===== src/rtl/rdo_pkg.sv =====
package rdo_pkg;
  typedef struct packed {
    logic rd;
    logic desel;
    logic wr;
  } rdo_cmd_t;
endpackage


===== src/rtl/rdo_drive_ctl.sv =====
module rdo_drive_ctl
  import rdo_pkg::*;
(
  input  logic     clk,
  input  logic     rst_n,
  input  logic     pipe_en,
  input  logic     dcd_en,
  input  rdo_cmd_t cmd,
  input  logic     oe_n,
  output logic     drv_en
);
  logic rd_q, desel_q, sel_q;
  logic valid_stage, desel_stage;

  // read result presence for the current cycle
  assign valid_stage = pipe_en ? rd_q : cmd.rd;
  // dual-cycle release rides the read stage only when that stage exists
  assign desel_stage = (dcd_en && pipe_en) ? desel_q : cmd.desel;

  always_ff @(posedge clk or negedge rst_n) begin
    if (!rst_n) begin
      rd_q    <= 1'b0;
      desel_q <= 1'b0;
      sel_q   <= 1'b0;
    end else begin
      rd_q    <= cmd.rd;
      desel_q <= cmd.desel;
      if (desel_stage || cmd.wr)
        sel_q <= 1'b0;
      else if (valid_stage)
        sel_q <= 1'b1;
    end
  end

  always_comb begin
    drv_en = !oe_n && !cmd.wr && !desel_stage && (valid_stage || sel_q);
  end

  // single-cycle release cuts the drivers in the deselect cycle
  a_r4_scd_cut: assert property (@(posedge clk) disable iff (!rst_n)
    (!dcd_en && cmd.desel) |-> !drv_en);

  // dual-cycle release in registered mode, off one cycle after deselect
  a_r5_dcd_late: assert property (@(posedge clk) disable iff (!rst_n)
    ($past(rst_n) && dcd_en && pipe_en && $past(cmd.desel)) |-> !drv_en);

  // never drive against a write
  a_r6_wr_off: assert property (@(posedge clk) disable iff (!rst_n)
    cmd.wr |-> !drv_en);

  // drive persists through idle cycles
  a_r7_hold: assert property (@(posedge clk) disable iff (!rst_n)
    ($past(rst_n) && $past(drv_en) && !oe_n && !cmd.wr && !cmd.desel
     && !(dcd_en && pipe_en && $past(cmd.desel))) |-> drv_en);
endmodule


===== src/rtl/rdo_data_path.sv =====
module rdo_data_path #(
  parameter int DATA_W = 8
) (
  input  logic              clk,
  input  logic              rst_n,
  input  logic              pipe_en,
  input  logic              rd,
  input  logic [DATA_W-1:0] arr_data,
  output logic [DATA_W-1:0] dout
);
  logic [DATA_W-1:0] out_q;

  // output register; in flow-through mode it only holds the last word
  always_ff @(posedge clk or negedge rst_n) begin
    if (!rst_n)
      out_q <= '0;
    else if (rd)
      out_q <= arr_data;
  end

  always_comb begin
    if (!pipe_en && rd)
      dout = arr_data;
    else
      dout = out_q;
  end

  // registered mode presents the previous cycle's array word
  a_r2_pipe_word: assert property (@(posedge clk) disable iff (!rst_n)
    ($past(rst_n) && pipe_en && $past(rd)) |-> (dout == $past(arr_data)));
endmodule


===== src/rtl/rdo_stage.sv =====
module rdo_stage
  import rdo_pkg::*;
#(
  parameter int DATA_W = 8
) (
  input  logic              clk,
  input  logic              rst_n,
  input  logic              pipe_en,
  input  logic              dcd_en,
  input  logic              cmd_rd,
  input  logic              cmd_desel,
  input  logic              cmd_wr,
  input  logic              oe_n,
  input  logic [DATA_W-1:0] arr_data,
  output logic [DATA_W-1:0] dout,
  output logic              drv_en
);
  rdo_cmd_t cmd;
  assign cmd = '{rd: cmd_rd, desel: cmd_desel, wr: cmd_wr};

  rdo_drive_ctl u_ctl (
    .clk    (clk),
    .rst_n  (rst_n),
    .pipe_en(pipe_en),
    .dcd_en (dcd_en),
    .cmd    (cmd),
    .oe_n   (oe_n),
    .drv_en (drv_en)
  );

  rdo_data_path #(.DATA_W(DATA_W)) u_dp (
    .clk     (clk),
    .rst_n   (rst_n),
    .pipe_en (pipe_en),
    .rd      (cmd_rd),
    .arr_data(arr_data),
    .dout    (dout)
  );

  // output enable high keeps drivers off
  a_r3_oe_off: assert property (@(posedge clk) disable iff (!rst_n)
    oe_n |-> !drv_en);

  // flow-through drives the array word in its own cycle
  a_r1_ft_word: assert property (@(posedge clk) disable iff (!rst_n)
    (!pipe_en && cmd_rd && drv_en) |-> (dout == arr_data));
endmodule


===== config.mk =====
export PLATFORM = sky130hd
export DESIGN_NAME = rdo_stage
export DESIGN_NICKNAME = d
export VERILOG_FILES = /design/src/rtl/rdo_pkg.sv /design/src/rtl/rdo_drive_ctl.sv /design/src/rtl/rdo_data_path.sv /design/src/rtl/rdo_stage.sv
export SDC_FILE = /design/constraint.sdc
export NUM_CORES = 1
export LEC_CHECK = 0
export CAP_MARGIN = 5
export CORE_AREA = 8 8 45 47
export DETAILED_ROUTE_END_ITERATION = 8
export DIE_AREA = 0 0 53 55
export PLACE_DENSITY = 0.79
export SLEW_MARGIN = 0
export SYNTH_ARGS = -nofsm -noshare
export SYNTH_HDL_FRONTEND = slang
export SYNTH_SLANG_ARGS = --single-unit

===== constraint.sdc =====
create_clock -name clk -period 3.4 [get_ports clk]
set_input_delay 0.68 -clock clk [delete_from_list [all_inputs] [get_ports clk]]
set_output_delay 0.68 -clock clk [all_outputs]
set_load 0.005 [all_outputs]

==> impl_metrics.yaml, run 1 <==
yosys:
  yosysTopAreaCell: "dfrtp_1"
  yosys.area_share.adder_pct: 0
  synth.net_count: 52
  synth_xor_area_share_pct: 0
  synth_compound_area_share_pct: 2.39
  synth.distinct_cells: 10
  syn_area_per_cell_um2: 14.6
  yosys.area_share.simple_pct: 5.01
  yosysWarnings: 0
  synth_area_um2: 524
  synth_top_family_by_area: "multiplexers"
  ys_top_cells_by_area: "dfrtp_1, mux2_2, buf_6"
  synth_seq_cells: 11
  seq_area_frac_synth_pct: 52.5
  synth_top_area_share_pct: 52.5
  syn_inst: 36
  muxShareOfSynthArea_pct: 36.5
layout:
  syn2layout_area_growth_pct: 52.5
  layout-drive-gt1-share_pct: 36.5
  layout_common_cells: "clkdlybuf4s50_1, mux2_2, dfrtp_1, clkbuf_4"
  fill_cells: 119
  final_common_cell: "clkdlybuf4s50_1"
  nets: 80
  antenna_cells: 0
floorplan:
  io-pin-count: 25
  core_region_area_um2: 1380
  initial_core_util_pct: 37.9
  rows: 14
  die-area_um2: 2920
  chipHeight_um: 55
  die_x_um: 53
power_and_ir_drop:
  p_leak_nw: 0.326
  p_per_area_nw_per_um2: 386
  ir_drop_mv: 0.287
  comb_power_share_pct: 25.1
  p_sw_share_pct: 21.6
  intPower_uw: 242
  p_sw_uw: 66.8
  pwr-share-clk_pct: 27.4
  p_seq_share_pct: 47.5
grt:
  grt_max_degree: 12
  grt_util_met3_pct: 3.74
  grt_use_total_pct: 8.95
  globalRouteMet2Util_pct: 13.1
  use_met1_pct: 9.87
  busiest_layer: "met2"
  grt_pass1_vias: 404
  antenna_found_initial: 0
  overflow: 0
  grt_pass1_wl_mm: 1.86
flow_run:
  cap_violations: 0
critical_path:
  worstPathRequired_ns: 2.72
  endpoint_kind: "primary output"
  crit_fanout: 9
  r2r-start: "u_ctl.rd_q"
  regToRegSetupSlack_ns: 2.57
  startpoint_type: "primary input"
  r2r_cells: 3
  worstPathArrival_ns: 2.31
  path_class: "primary input to primary output"
  r2r_end: "u_ctl.sel_q"
status:
  status: "finished clean"
clock_network:
  cts_root_buffer: "clkbuf_4"
  path_clk_slew_ns: 0.07
  cts_tree: "built"
  max-clock-path-buffers: 2
  cts_made_buffers: 3
  ctsHoldBuffers: 0
  clock_latency_ns: 0.26
  cts_resized: 0
  clock_sinks: 11
  htree_levels: 1
  postCtsSetupRepairBufs: 0
detailed_routing:
  wl_mm: 1.13
  drcViolationCount: 0
  vias_per_cell: 4.82
  ant_nets: 0
  num_vias: 381
  drt_iter0_markers: 1
  wl_per_cell_um: 14.3
  first_pass_iters: 2
placement:
  portBuffers: 24
  globalplace.congestion: 0.742
timing:
  drv_slew: 0
  finalHoldViolations: 0
  worst_pin_slew_ns: 0.483
  max_freq_mhz: 335
  rsz0062_at_grt: "no"
  finalSetupTns_ns: 0
  layout_min_cycle_time_ns: 2.99
  finalCritPeriodShare_pct: 87.9
  maxSlewHeadroom_pct: 67.7
  fin_skew_ns: 0.000259
  finalSetupViolations: 0
  whs_ns: 0.505
hold_path:
  min_from: "u_dp.out_q[2]"
  holdPathEnd: "u_dp.out_q[2]"
  min_path_type: "flop to flop"
  holdPathStages: 1
## metrics by stage
step	cells	util (%)	area [um2]	total power, mW	worst slack [ns]
final	79	57.8	800	0.309	0.411
after global routing	79	57.8	800	0.327	0.348
after CTS	79	57.8	800	0.314	0.395
after detailed placement	75	55.9	773	0.228	0.397
after global placement	75	55.9	773	0.226	0.435
after floorplan	36	-	524	0.181	1.37
## synthesized netlist by cell type (all sizes together)
master and n:
nand2b 1, nor2 1, a21o 1, mux2 17, dfrtp 11, nor3 1
nand2 1, a21oi 1, buf 2
## final cells by class
class / instances / area [um2] / area share [%]
multi-input combinational: 23 / 230 / 28.8
tap: 16 / 20.0 / 2.50
timing repair buffer: 25 / 248 / 31.0
clock buffer: 4 / 26.3 / 3.29
sequential: 11 / 275 / 34.4
## registers in the layout (all words and copies together), names as in the netlist
| register | cells |
|---|---|
| u_ctl.sel_q | 1 |
| u_ctl.rd_q | 1 |
| u_dp.out_q | 8 |
| u_ctl.desel_q | 1 |
## metal layers
layer | share of wire (%) | vias to the layer above
met5 | 0 | -
met4 | 0 | 0
met3 | 8.2 | 0
met2 | 48 | 13
met1 | 44 | 186
li1 | - | 182
## worst max-delay path, stage by stage
cell,delay (ns)
clkdlybuf4s50_1,0.43
nand2b_2,0.30
a21o_1,0.22
nor3_2,0.15
clkdlybuf4s50_1,0.52
## worst max-delay path by stage
stage,startpoint,end,cells past startpoint
after global routing,pipe_en,drv_en,5
final,pipe_en,drv_en,5
after floorplan,cmd_rd,dout[0],4
after CTS,pipe_en,drv_en,5
after detailed placement,pipe_en,drv_en,5
after global placement,pipe_en,drv_en,5
## cells by family (layout without fill, tap and decap cells)
family          Yosys count  count (layout)
mux                      17              17
flops                    11              11
simple gates              4               4
compound gates            2               2
buf+inv                   2              29
## power groups by stage
stage                     clock network (mW)  registers, mW  logic (mW)
final                                 0.0846          0.147      0.0775
after global routing                  0.0952          0.148      0.0837
after CTS                             0.0878          0.147      0.0793
after detailed placement                   0          0.149      0.0786
after global placement                     0          0.148      0.0780
after floorplan                            0          0.148      0.0329
(Power assumes the default switching activity.)
==> run 2: changes to the inputs <==
GPL_TIMING_DRIVEN = 0   (was not set)
TNS_END_PERCENT = 20   (was not set)
==> run 2 against run 1 <==
Total power grew 1.0%. Maximum frequency shrank 2.2%. Sequential power is essentially flat. Clock power grew 2%. Routed wire length grew 1.5%. Worst setup slack lost 0.066 ns. Clock-buffer cell count is the same. Largest cell class unchanged. Utilization grew 0.81 points. Critical path depth grew 2. Non-clock buffer count grew 1.
==> impl_metrics.yaml, run 2 (synthesis gave the netlist of run 1 again) <==
grt:
  grt_pass1_wl_mm: 1.88
  grt_pass1_vias: 411
  antenna_found_initial: 0
  grt_max_degree: 12
  overflow: 0
  grt_use_total_pct: 9.12
timing:
  finalCritPeriodShare_pct: 89.9
  rsz0062_at_grt: "no"
  fin_skew_ns: 0.0000723
  whs_ns: 0.506
  finalHoldViolations: 0
  finalSetupTns_ns: 0
  max_freq_mhz: 327
  drv_slew: 0
  worst_pin_slew_ns: 0.498
  finalSetupViolations: 0
  layout_min_cycle_time_ns: 3.06
  maxSlewHeadroom_pct: 66.7
layout:
  nets: 81
  syn2layout_area_growth_pct: 54.7
  final_common_cell: "clkdlybuf4s50_1"
  postLayoutCoreUtil_pct: 58.6
  antenna_cells: 0
  largest_reg_flops: 8
  layout-drive-gt1-share_pct: 37.5
  layout_common_cells: "clkdlybuf4s50_1, mux2_2, dfrtp_1, clkbuf_4"
  regMostFlops: "u_dp.out_q"
floorplan:
  die_x_um: 53
  die-area_um2: 2920
  chipHeight_um: 55
  initial_core_util_pct: 37.9
  rows: 14
  core_region_area_um2: 1380
  io-pin-count: 25
critical_path:
  crit_family: "buffers and inverters"
  max_stage_delay_ns: 0.51
  path_buf_inv: 4
  worstPathRequired_ns: 2.72
  worstPathArrival_ns: 2.38
  worstPathCellList: "clkdlybuf4s50_1, buf_4, nand2b_2, buf_6, a21o_1, nor3_2, clkdlybuf4s50_1"
  startpoint_type: "primary input"
  endpoint_kind: "primary output"
  crit_top_cell: "clkdlybuf4s50_1"
  path_class: "primary input to primary output"
  crit_fanout: 9
  critPathSlowestCell: "clkdlybuf4s50_1"
detailed_routing:
  wl_per_cell_um: 14.3
  vias_per_cell: 4.75
  ant_nets: 0
  drt_iter0_markers: 2
  first_pass_iters: 2
  drcViolationCount: 0
  num_vias: 380
  wl_mm: 1.15
clock_network:
  max-clock-path-buffers: 2
  cts_made_buffers: 3
  clock_sinks: 11
  path_clk_slew_ns: 0.07
  cts_tree: "built"
  cts_resized: 0
  clock_latency_ns: 0.26
  cts_root_buffer: "clkbuf_4"
  htree_levels: 1
  postCtsSetupRepairBufs: 0
  ctsHoldBuffers: 0
placement:
  globalplace.congestion: 0.683
  portBuffers: 24
power_and_ir_drop:
  p_per_area_nw_per_um2: 385
  ir_drop_mv: 0.194
  finalPower_uw: 312
  p_leak_nw: 0.332
status:
  status: "finished clean"
flow_run:
  cap_violations: 0
hold_path:
  min_path_type: "flop to flop"
==> run 2: per-stage QoR <==
| stage | std cells | setup WS [ns] | instance area, um2 |
|---|---|---|---|
| detailed placement | 76 | 0.324 | 785 |
| CTS | 80 | 0.321 | 811 |
| finish | 80 | 0.345 | 811 |
| global route | 80 | 0.249 | 811 |
| floorplan | 36 | 1.37 | 524 |
| global placement | 76 | 0.335 | 785 |
==> run 2: final timing paths <==
path,from,slack [ns],endpoint,depth (start not counted)
worst min register to register,u_dp.out_q[0],0.51,u_dp.out_q[0],1
max in group asynchronous,rst_n,2.31,u_dp.out_q[0],1
worst min-delay path,u_dp.out_q[0],0.51,u_dp.out_q[0],1
min in group asynchronous,rst_n,0.75,u_ctl.desel_q,1
worst max-delay path,cmd_rd,0.34,drv_en,7
worst max register to register,u_ctl.desel_q,2.59,u_ctl.sel_q,2
==> run 2: worst register-to-register path, cell delays in order (launching register included) <==
cell     delay, ns
dfrtp_1       0.38
mux2_2        0.28
nor2_1        0.09
==> run 2: area by class of cell <==
type,count,area (um2)
clock buffer,4,26.3
multi-input combinational,23,230
buffer,2,18.8
fill,127,573
tap,16,20.0
timing repair buffer,24,240
sequential,11,275
==> run 2: power by group <==
part | internal [mW] | switching (mW)
clock | 0.0453 | 0.0411
sequential | 0.142 | 0.00468
combinational | 0.0556 | 0.0230
==> run 2: layer usage <==
layer	vias up	global-route usage, %	part of all wire, %
li1	183	-	-
met5	-	0	0
met4	0	10.3	2.4
met1	180	8.93	39
met2	15	14.6	49
met3	2	2.41	9.6
